<file path="config.mk">
export PLATFORM = sky130hd
export DESIGN_NAME = seglist_walker
export DESIGN_NICKNAME = d
export VERILOG_FILES = /design/src/rtl/seglist_pkg.sv /design/src/rtl/seglist_addr_gen.sv /design/src/rtl/seglist_desc_unpack.sv /design/src/rtl/seglist_idx_ctr.sv /design/src/rtl/seglist_fsm.sv /design/src/rtl/seglist_walker.sv
export SDC_FILE = /design/constraint.sdc
export NUM_CORES = 1
export LEC_CHECK = 0
export BUFFER_PORTS_ARGS = -buffer_cell sky130_fd_sc_hd__clkbuf_2
export CAP_MARGIN = 10
export CORE_UTILIZATION = 32
export DETAILED_ROUTE_END_ITERATION = 6
export PLACE_DENSITY = 0.67
export SLEW_MARGIN = 0
export SYNTH_ARGS = -nofsm -noshare
export SYNTH_HDL_FRONTEND = slang
export SYNTH_SLANG_ARGS = --single-unit
</file>
<file path="constraint.sdc">
create_clock -name clk -period 3.04 [get_ports clk]
set_input_delay 0.304 -clock clk [delete_from_list [all_inputs] [get_ports clk]]
set_output_delay 0.304 -clock clk [all_outputs]
set_load 0.01 [all_outputs]
</file>
<file path="src/rtl/seglist_pkg.sv">
package seglist_pkg;

    localparam int SL_ADDR_W     = 32;
    localparam int SL_WORD_W     = 32;
    localparam int SL_LEN_W      = 28;
    localparam int SL_FINAL_BIT  = 31;
    localparam int SL_ADDR_KEEP  = 31;
    localparam int SL_DESC_BYTES = 8;
    localparam int SL_HI_OFS     = 4;

    typedef enum logic [2:0] {
        WS_IDLE     = 3'd0,
        WS_LEN_REQ  = 3'd1,
        WS_LEN_WAIT = 3'd2,
        WS_ADR_REQ  = 3'd3,
        WS_ADR_WAIT = 3'd4,
        WS_EMIT     = 3'd5
    } walk_state_e;

    typedef struct packed {
        logic [SL_ADDR_W-1:0] addr;
        logic [SL_LEN_W-1:0]  len;
        logic                 last;
    } seg_t;

    function automatic logic [SL_ADDR_W-1:0] keep_addr(input logic [SL_WORD_W-1:0] w);
        return SL_ADDR_W'(w[SL_ADDR_KEEP-1:0]);
    endfunction

endpackage

</file>
<file path="src/rtl/seglist_addr_gen.sv">
module seglist_addr_gen
    import seglist_pkg::*;
#(
    parameter int IDX_W = 8
) (
    input  logic [SL_ADDR_W-1:0] base,
    input  logic [IDX_W-1:0]     idx,
    input  logic                 hi_word,
    output logic [SL_ADDR_W-1:0] req_addr
);
    localparam int SHIFT = $clog2(SL_DESC_BYTES);

    logic [SL_ADDR_W-1:0] entry_ofs;
    logic [SL_ADDR_W-1:0] word_ofs;

    assign entry_ofs = SL_ADDR_W'(idx) << SHIFT;
    assign word_ofs  = hi_word ? SL_ADDR_W'(SL_HI_OFS) : '0;
    assign req_addr  = base + entry_ofs + word_ofs;
endmodule

</file>
<file path="src/rtl/seglist_desc_unpack.sv">
module seglist_desc_unpack
    import seglist_pkg::*;
(
    input  logic [SL_WORD_W-1:0] word,
    output logic [SL_LEN_W-1:0]  len_field,
    output logic                 final_flag,
    output logic [SL_ADDR_W-1:0] addr_field
);
    assign len_field  = word[SL_LEN_W-1:0];
    assign final_flag = word[SL_FINAL_BIT];
    assign addr_field = keep_addr(word);
endmodule

</file>
<file path="src/rtl/seglist_idx_ctr.sv">
module seglist_idx_ctr #(
    parameter int MAX_DESC = 256,
    parameter int IDX_W    = 8,
    parameter int CNT_W    = 9
) (
    input  logic             clk,
    input  logic             rst,
    input  logic             clear,
    input  logic             step,
    output logic [IDX_W-1:0] idx,
    output logic [CNT_W-1:0] count,
    output logic             cap_hit
);
    always_ff @(posedge clk) begin
        if (rst || clear) begin
            idx   <= '0;
            count <= '0;
        end else if (step) begin
            idx   <= idx + 1'b1;
            count <= count + 1'b1;
        end
    end

    assign cap_hit = (idx == IDX_W'(MAX_DESC - 1));
endmodule

</file>
<file path="src/rtl/seglist_fsm.sv">
module seglist_fsm
    import seglist_pkg::*;
(
    input  logic                 clk,
    input  logic                 rst,
    input  logic                 start,
    input  logic                 sg_mode,
    input  logic [SL_ADDR_W-1:0] src_base,
    input  logic [SL_LEN_W-1:0]  src_len,
    input  logic                 mem_req_ready,
    input  logic                 mem_rsp_valid,
    input  logic                 seg_ready,
    input  logic [SL_LEN_W-1:0]  d_len,
    input  logic                 d_final,
    input  logic [SL_ADDR_W-1:0] d_addr,
    input  logic                 cap_hit,
    output logic                 mem_req_valid,
    output logic                 hi_word,
    output logic [SL_ADDR_W-1:0] base_q,
    output seg_t                 seg_q,
    output logic                 seg_valid,
    output logic                 busy,
    output logic                 done,
    output logic                 overrun,
    output logic                 ctr_clear,
    output logic                 ctr_step
);
    walk_state_e         state;
    logic [SL_LEN_W-1:0] pend_len;
    logic                pend_final;
    logic                cut_q;

    always_ff @(posedge clk) begin
        if (rst) begin
            state      <= WS_IDLE;
            base_q     <= '0;
            seg_q      <= '0;
            pend_len   <= '0;
            pend_final <= 1'b0;
            cut_q      <= 1'b0;
            done       <= 1'b0;
            overrun    <= 1'b0;
        end else begin
            done <= 1'b0;
            unique case (state)
                WS_IDLE: begin
                    if (start) begin
                        base_q  <= src_base;
                        overrun <= 1'b0;
                        cut_q   <= 1'b0;
                        if (sg_mode) begin
                            state <= WS_LEN_REQ;
                        end else begin
                            seg_q <= '{addr: src_base, len: src_len, last: 1'b1};
                            state <= WS_EMIT;
                        end
                    end
                end
                WS_LEN_REQ: begin
                    if (mem_req_ready) state <= WS_LEN_WAIT;
                end
                WS_LEN_WAIT: begin
                    if (mem_rsp_valid) begin
                        pend_len   <= d_len;
                        pend_final <= d_final;
                        state      <= WS_ADR_REQ;
                    end
                end
                WS_ADR_REQ: begin
                    if (mem_req_ready) state <= WS_ADR_WAIT;
                end
                WS_ADR_WAIT: begin
                    if (mem_rsp_valid) begin
                        seg_q <= '{addr: d_addr, len: pend_len, last: pend_final | cap_hit};
                        cut_q <= ~pend_final & cap_hit;
                        state <= WS_EMIT;
                    end
                end
                WS_EMIT: begin
                    if (seg_ready) begin
                        if (seg_q.last) begin
                            done    <= 1'b1;
                            overrun <= cut_q;
                            state   <= WS_IDLE;
                        end else begin
                            state <= WS_LEN_REQ;
                        end
                    end
                end
                default: state <= WS_IDLE;
            endcase
        end
    end

    assign mem_req_valid = (state == WS_LEN_REQ) || (state == WS_ADR_REQ);
    assign hi_word       = (state == WS_ADR_REQ);
    assign seg_valid     = (state == WS_EMIT);
    assign busy          = (state != WS_IDLE);
    assign ctr_clear     = (state == WS_IDLE) && start;
    assign ctr_step      = (state == WS_EMIT) && seg_ready;
endmodule

</file>
<file path="src/rtl/seglist_walker.sv">
module seglist_walker
    import seglist_pkg::*;
#(
    parameter int MAX_DESC = 256,
    localparam int IDX_W   = (MAX_DESC > 1) ? $clog2(MAX_DESC) : 1,
    localparam int CNT_W   = $clog2(MAX_DESC + 1)
) (
    input  logic                 clk,
    input  logic                 rst,
    input  logic                 start,
    input  logic                 sg_mode,
    input  logic [SL_ADDR_W-1:0] src_base,
    input  logic [SL_LEN_W-1:0]  src_len,
    output logic                 mem_req_valid,
    input  logic                 mem_req_ready,
    output logic [SL_ADDR_W-1:0] mem_req_addr,
    input  logic                 mem_rsp_valid,
    input  logic [SL_WORD_W-1:0] mem_rsp_data,
    output logic                 seg_valid,
    input  logic                 seg_ready,
    output logic [SL_ADDR_W-1:0] seg_addr,
    output logic [SL_LEN_W-1:0]  seg_len,
    output logic                 seg_last,
    output logic                 busy,
    output logic                 done,
    output logic                 overrun,
    output logic [CNT_W-1:0]     seg_count
);
    logic [SL_LEN_W-1:0]  d_len;
    logic                 d_final;
    logic [SL_ADDR_W-1:0] d_addr;
    logic [SL_ADDR_W-1:0] base_q;
    logic [IDX_W-1:0]     idx;
    logic                 hi_word;
    logic                 cap_hit;
    logic                 ctr_clear;
    logic                 ctr_step;
    seg_t                 seg_q;

    seglist_desc_unpack u_unpack (
        .word       (mem_rsp_data),
        .len_field  (d_len),
        .final_flag (d_final),
        .addr_field (d_addr)
    );

    seglist_idx_ctr #(
        .MAX_DESC (MAX_DESC),
        .IDX_W    (IDX_W),
        .CNT_W    (CNT_W)
    ) u_ctr (
        .clk     (clk),
        .rst     (rst),
        .clear   (ctr_clear),
        .step    (ctr_step),
        .idx     (idx),
        .count   (seg_count),
        .cap_hit (cap_hit)
    );

    seglist_addr_gen #(
        .IDX_W (IDX_W)
    ) u_agen (
        .base     (base_q),
        .idx      (idx),
        .hi_word  (hi_word),
        .req_addr (mem_req_addr)
    );

    seglist_fsm u_fsm (
        .clk           (clk),
        .rst           (rst),
        .start         (start),
        .sg_mode       (sg_mode),
        .src_base      (src_base),
        .src_len       (src_len),
        .mem_req_ready (mem_req_ready),
        .mem_rsp_valid (mem_rsp_valid),
        .seg_ready     (seg_ready),
        .d_len         (d_len),
        .d_final       (d_final),
        .d_addr        (d_addr),
        .cap_hit       (cap_hit),
        .mem_req_valid (mem_req_valid),
        .hi_word       (hi_word),
        .base_q        (base_q),
        .seg_q         (seg_q),
        .seg_valid     (seg_valid),
        .busy          (busy),
        .done          (done),
        .overrun       (overrun),
        .ctr_clear     (ctr_clear),
        .ctr_step      (ctr_step)
    );

    assign seg_addr = seg_q.addr;
    assign seg_len  = seg_q.len;
    assign seg_last = seg_q.last;
endmodule

</file>
==> impl_metrics.toml <==
[synth]
synth-edff-count = 0
synth.distinct_cells = 47
synth.area.top_cells = "dfxtp_1, nand2_1, a311oi_1, a21oi_1, nor2_1"
synth_seq_area_share = 0.434
syn-num-nets = 973
ys_warn_count = 0
syn_avg_cell_area_um2 = 7.75
synth_top_area_frac = 0.434
synth_ff_type = "dfxtp_1"
syn_inst = 862
ys_ff_latch = 145
synthesis.area_um2 = 6680
yosysTopAreaCell = "dfxtp_1"
synth-async-reset-ratio = 0

[run]
drv_cap = 0

[timing]
whs_ns = 0.120
fin_ws_ns = -0.00255
finalHoldViolCount = 0
rsz0062_at_grt = "true"
slew_violations = 0
finalSetupViolations = 1
clock_skew_ns = 0.00867
worstMarginPinSlew_ns = 0.711
period_share = 1.00
fmax_mhz = 329
relSlewSlack = 0.526
min_period_ns = 3.04
tns_ns = -0.00255

[cts]
cts-buffers-inserted = 17
clk_pin_slew_ns = 0.06
cts-root-buf = "clkbuf_16"
cts_sinks = 145
tritoncts = "built"
htree_levels = 4
cts_buffer_depth = 2
insertion_delay_ns = 0.42

[drt]
drt_first_iter_violations = 282
drcViolationCount = 0
firstDrtPassIters = 4
wl_per_cell_um = 15.9
wl_um = 21000
final_antenna_net_count = 0
num_vias = 6611
via_per_inst = 5.00

[placed_design]
globalplace.congestion = 0.815
place_inst = 1286
port_buffers = 205
hpwl_um = 14400

[global_route]
grt_first_pass_wirelength_um = 33200
grt_max_degree = 127
grt-ovfl-total = 0
grt_pass1_vias = 6157
grt_use_total = 0.197
antenna_found_initial = 0

[floorplanning]
die_w_um = 147
num_io_pins = 206
die_height_um = 147
core_area_um2 = 20400
dieArea_um2 = 21500
core.rowCount = 52
initial_core_util = 0.328

[critical_path]
path_cells = "nor2b_4 -> and2_4 -> ha_4 -> inv_2 -> fa_2 -> nor2b_4 -> o2111ai_4 -> a21oi_4 -> buf_6 -> o2111ai_2 -> xnor2_1 -> buf_2"
crit_slowest_cell = "fa_2"
critPathLaunchType = "flop"
cpMostUsedCell = "nor2b_4"
slowest_delay_ns = 0.36
arrival_ns = 2.74
endpoint_kind = "primary output"
worstPathRequired_ns = 2.74
critPathKind = "reg2out"
crit_fanout = 5

[cells_and_area]
drive_above_1_share = 0.267
fin_util = 0.426
diodes = 0
syn_to_final_growth_pct = 29.9
fin_nets = 1150
fin_cells = 1321

[run_status]
status = "complete, but fails checks"
violations = "negative setup slack"

[power]
vdd_drop_max_v = 0.000381
p_per_area_nw_per_um2 = 802
p_leak_nw = 3.61

[min_path]
min_path_type = "in2reg"
power by group:
part	internal, mW	switching [mW]	total (mW)
Clock	1.37	0.855	2.23
Combinational	0.821	1.38	2.20
Sequential	2.29	0.247	2.54
final cells by class:
cell class,count,area (µm²)
flip-flops and latches,145,2900
clock inverters,13,188
well taps,270,338
inverters,11,41.3
repair buffers,225,1190
fillers,2164,11700
multi-input cells,639,3590
clock buffers,18,429
flip-flops by register name (all words and copies together), names as in the netlist:
register	cells
u_ctr.count	9
u_fsm.cut_q	1
u_fsm.overrun	1
u_fsm.pend_len	28
u_fsm.done	1
u_fsm.pend_final	1
u_fsm.seg_q	61
u_ctr.idx	8
u_fsm.state	3
u_fsm.base_q	32
path summary, 6_finish.rpt:
kind / from / to / slack, ns / cells past startpoint
min reg2reg: u_fsm.base_q[1] / u_fsm.base_q[1] / 0.45 / 2
max: u_fsm.state[0] / mem_req_addr[20] / -0.003 / 12
min: src_base[0] / u_fsm.base_q[0] / 0.12 / 3
max reg2reg: u_fsm.state[2] / u_fsm.seg_q[4] / 0.89 / 5
cells in the final DEF, fill, tap and decap left out, types with 5 or more instances in the layout:
master / instances
inv_1: 10
ha_1: 9
nand4_1: 5
clkbuf_16: 17
clkbuf_2: 197
xor2_1: 18
a311oi_1: 60
nor2_1: 89
nor3_1: 5
xnor2_1: 17
a21oi_1: 76
nand3_1: 10
or3_1: 6
and3_1: 7
dfxtp_1: 144
buf_2: 7
a211oi_1: 8
buf_4: 19
nand2_1: 261
o21ai_0: 9
routing by layer:
metal | vias to the layer above | global-route usage | wire length, µm
met5 | - | 0 | 0
met2 | 193 | 0.335 | 10100
li1 | 3303 | - | -
met1 | 3103 | 0.247 | 9460
met4 | 0 | 0.0495 | 164
met3 | 12 | 0.0525 | 1280
cells by family (layout without fill, tap and decap cells):
logic type	Yosys count	after routing	share of synthesized area
multiplexers	4	4	0.00599
AO/OA/AOI/OAI	183	183	0.189
adder cells (fa/ha/maj)	12	12	0.0236
flip-flops	145	145	0.434
buffers and inverters	78	267	0.0492
AND/OR/NAND/NOR	404	404	0.251
XOR/XNOR	36	36	0.0472
cell usage after synthesis (5+ instances only):
library cell,number
o21ai_0,11
a211oi_1,8
nor3_1,5
nor2b_1,6
clkbuf_1,44
ha_1,11
xnor2_1,18
nand3_1,10
xor2_1,18
and3_1,7
a311oi_1,60
nor2_1,89
or3_1,6
o2111ai_1,7
a21oi_1,77
nand2_1,261
buf_2,17
inv_1,11
dfxtp_1,145
nand4_1,5
worst max-delay path, delay by kind of cell (launching register included):
family	cells	cell delay, ns
DFF	1	0.33
xor gates and xnor gates	1	0.21
buffers and inverters	3	0.36
adders and majority gates	2	0.49
and+or+nand+nor	3	0.46
AOI/OAI and AO/OA	3	0.46
stage by stage:
| step | setup slack (ns) | cell area, µm² | power [mW] |
|---|---|---|---|
| 2_1_floorplan | 0.0771 | 6690 | 3.95 |
| 3_3_place_gp | 0.318 | 7920 | 4.72 |
| 3_5_place_dp | 0.245 | 7920 | 4.76 |
| 4_1_cts | -0.0921 | 8590 | 7.02 |
| 5_1_grt | -0.164 | 8680 | 7.40 |
| 6_report | -0.00255 | 8680 | 6.96 |
timing repair:
item                                    4_1_cts  5_1_grt
cloned                                        1        0
hold buffers                                  0        0
resized for setup                            15       18
pin swaps                                     7       11
buffers inserted                              0        3
endpoints found under the setup margin       11       11
(Power assumes the default switching activity.)
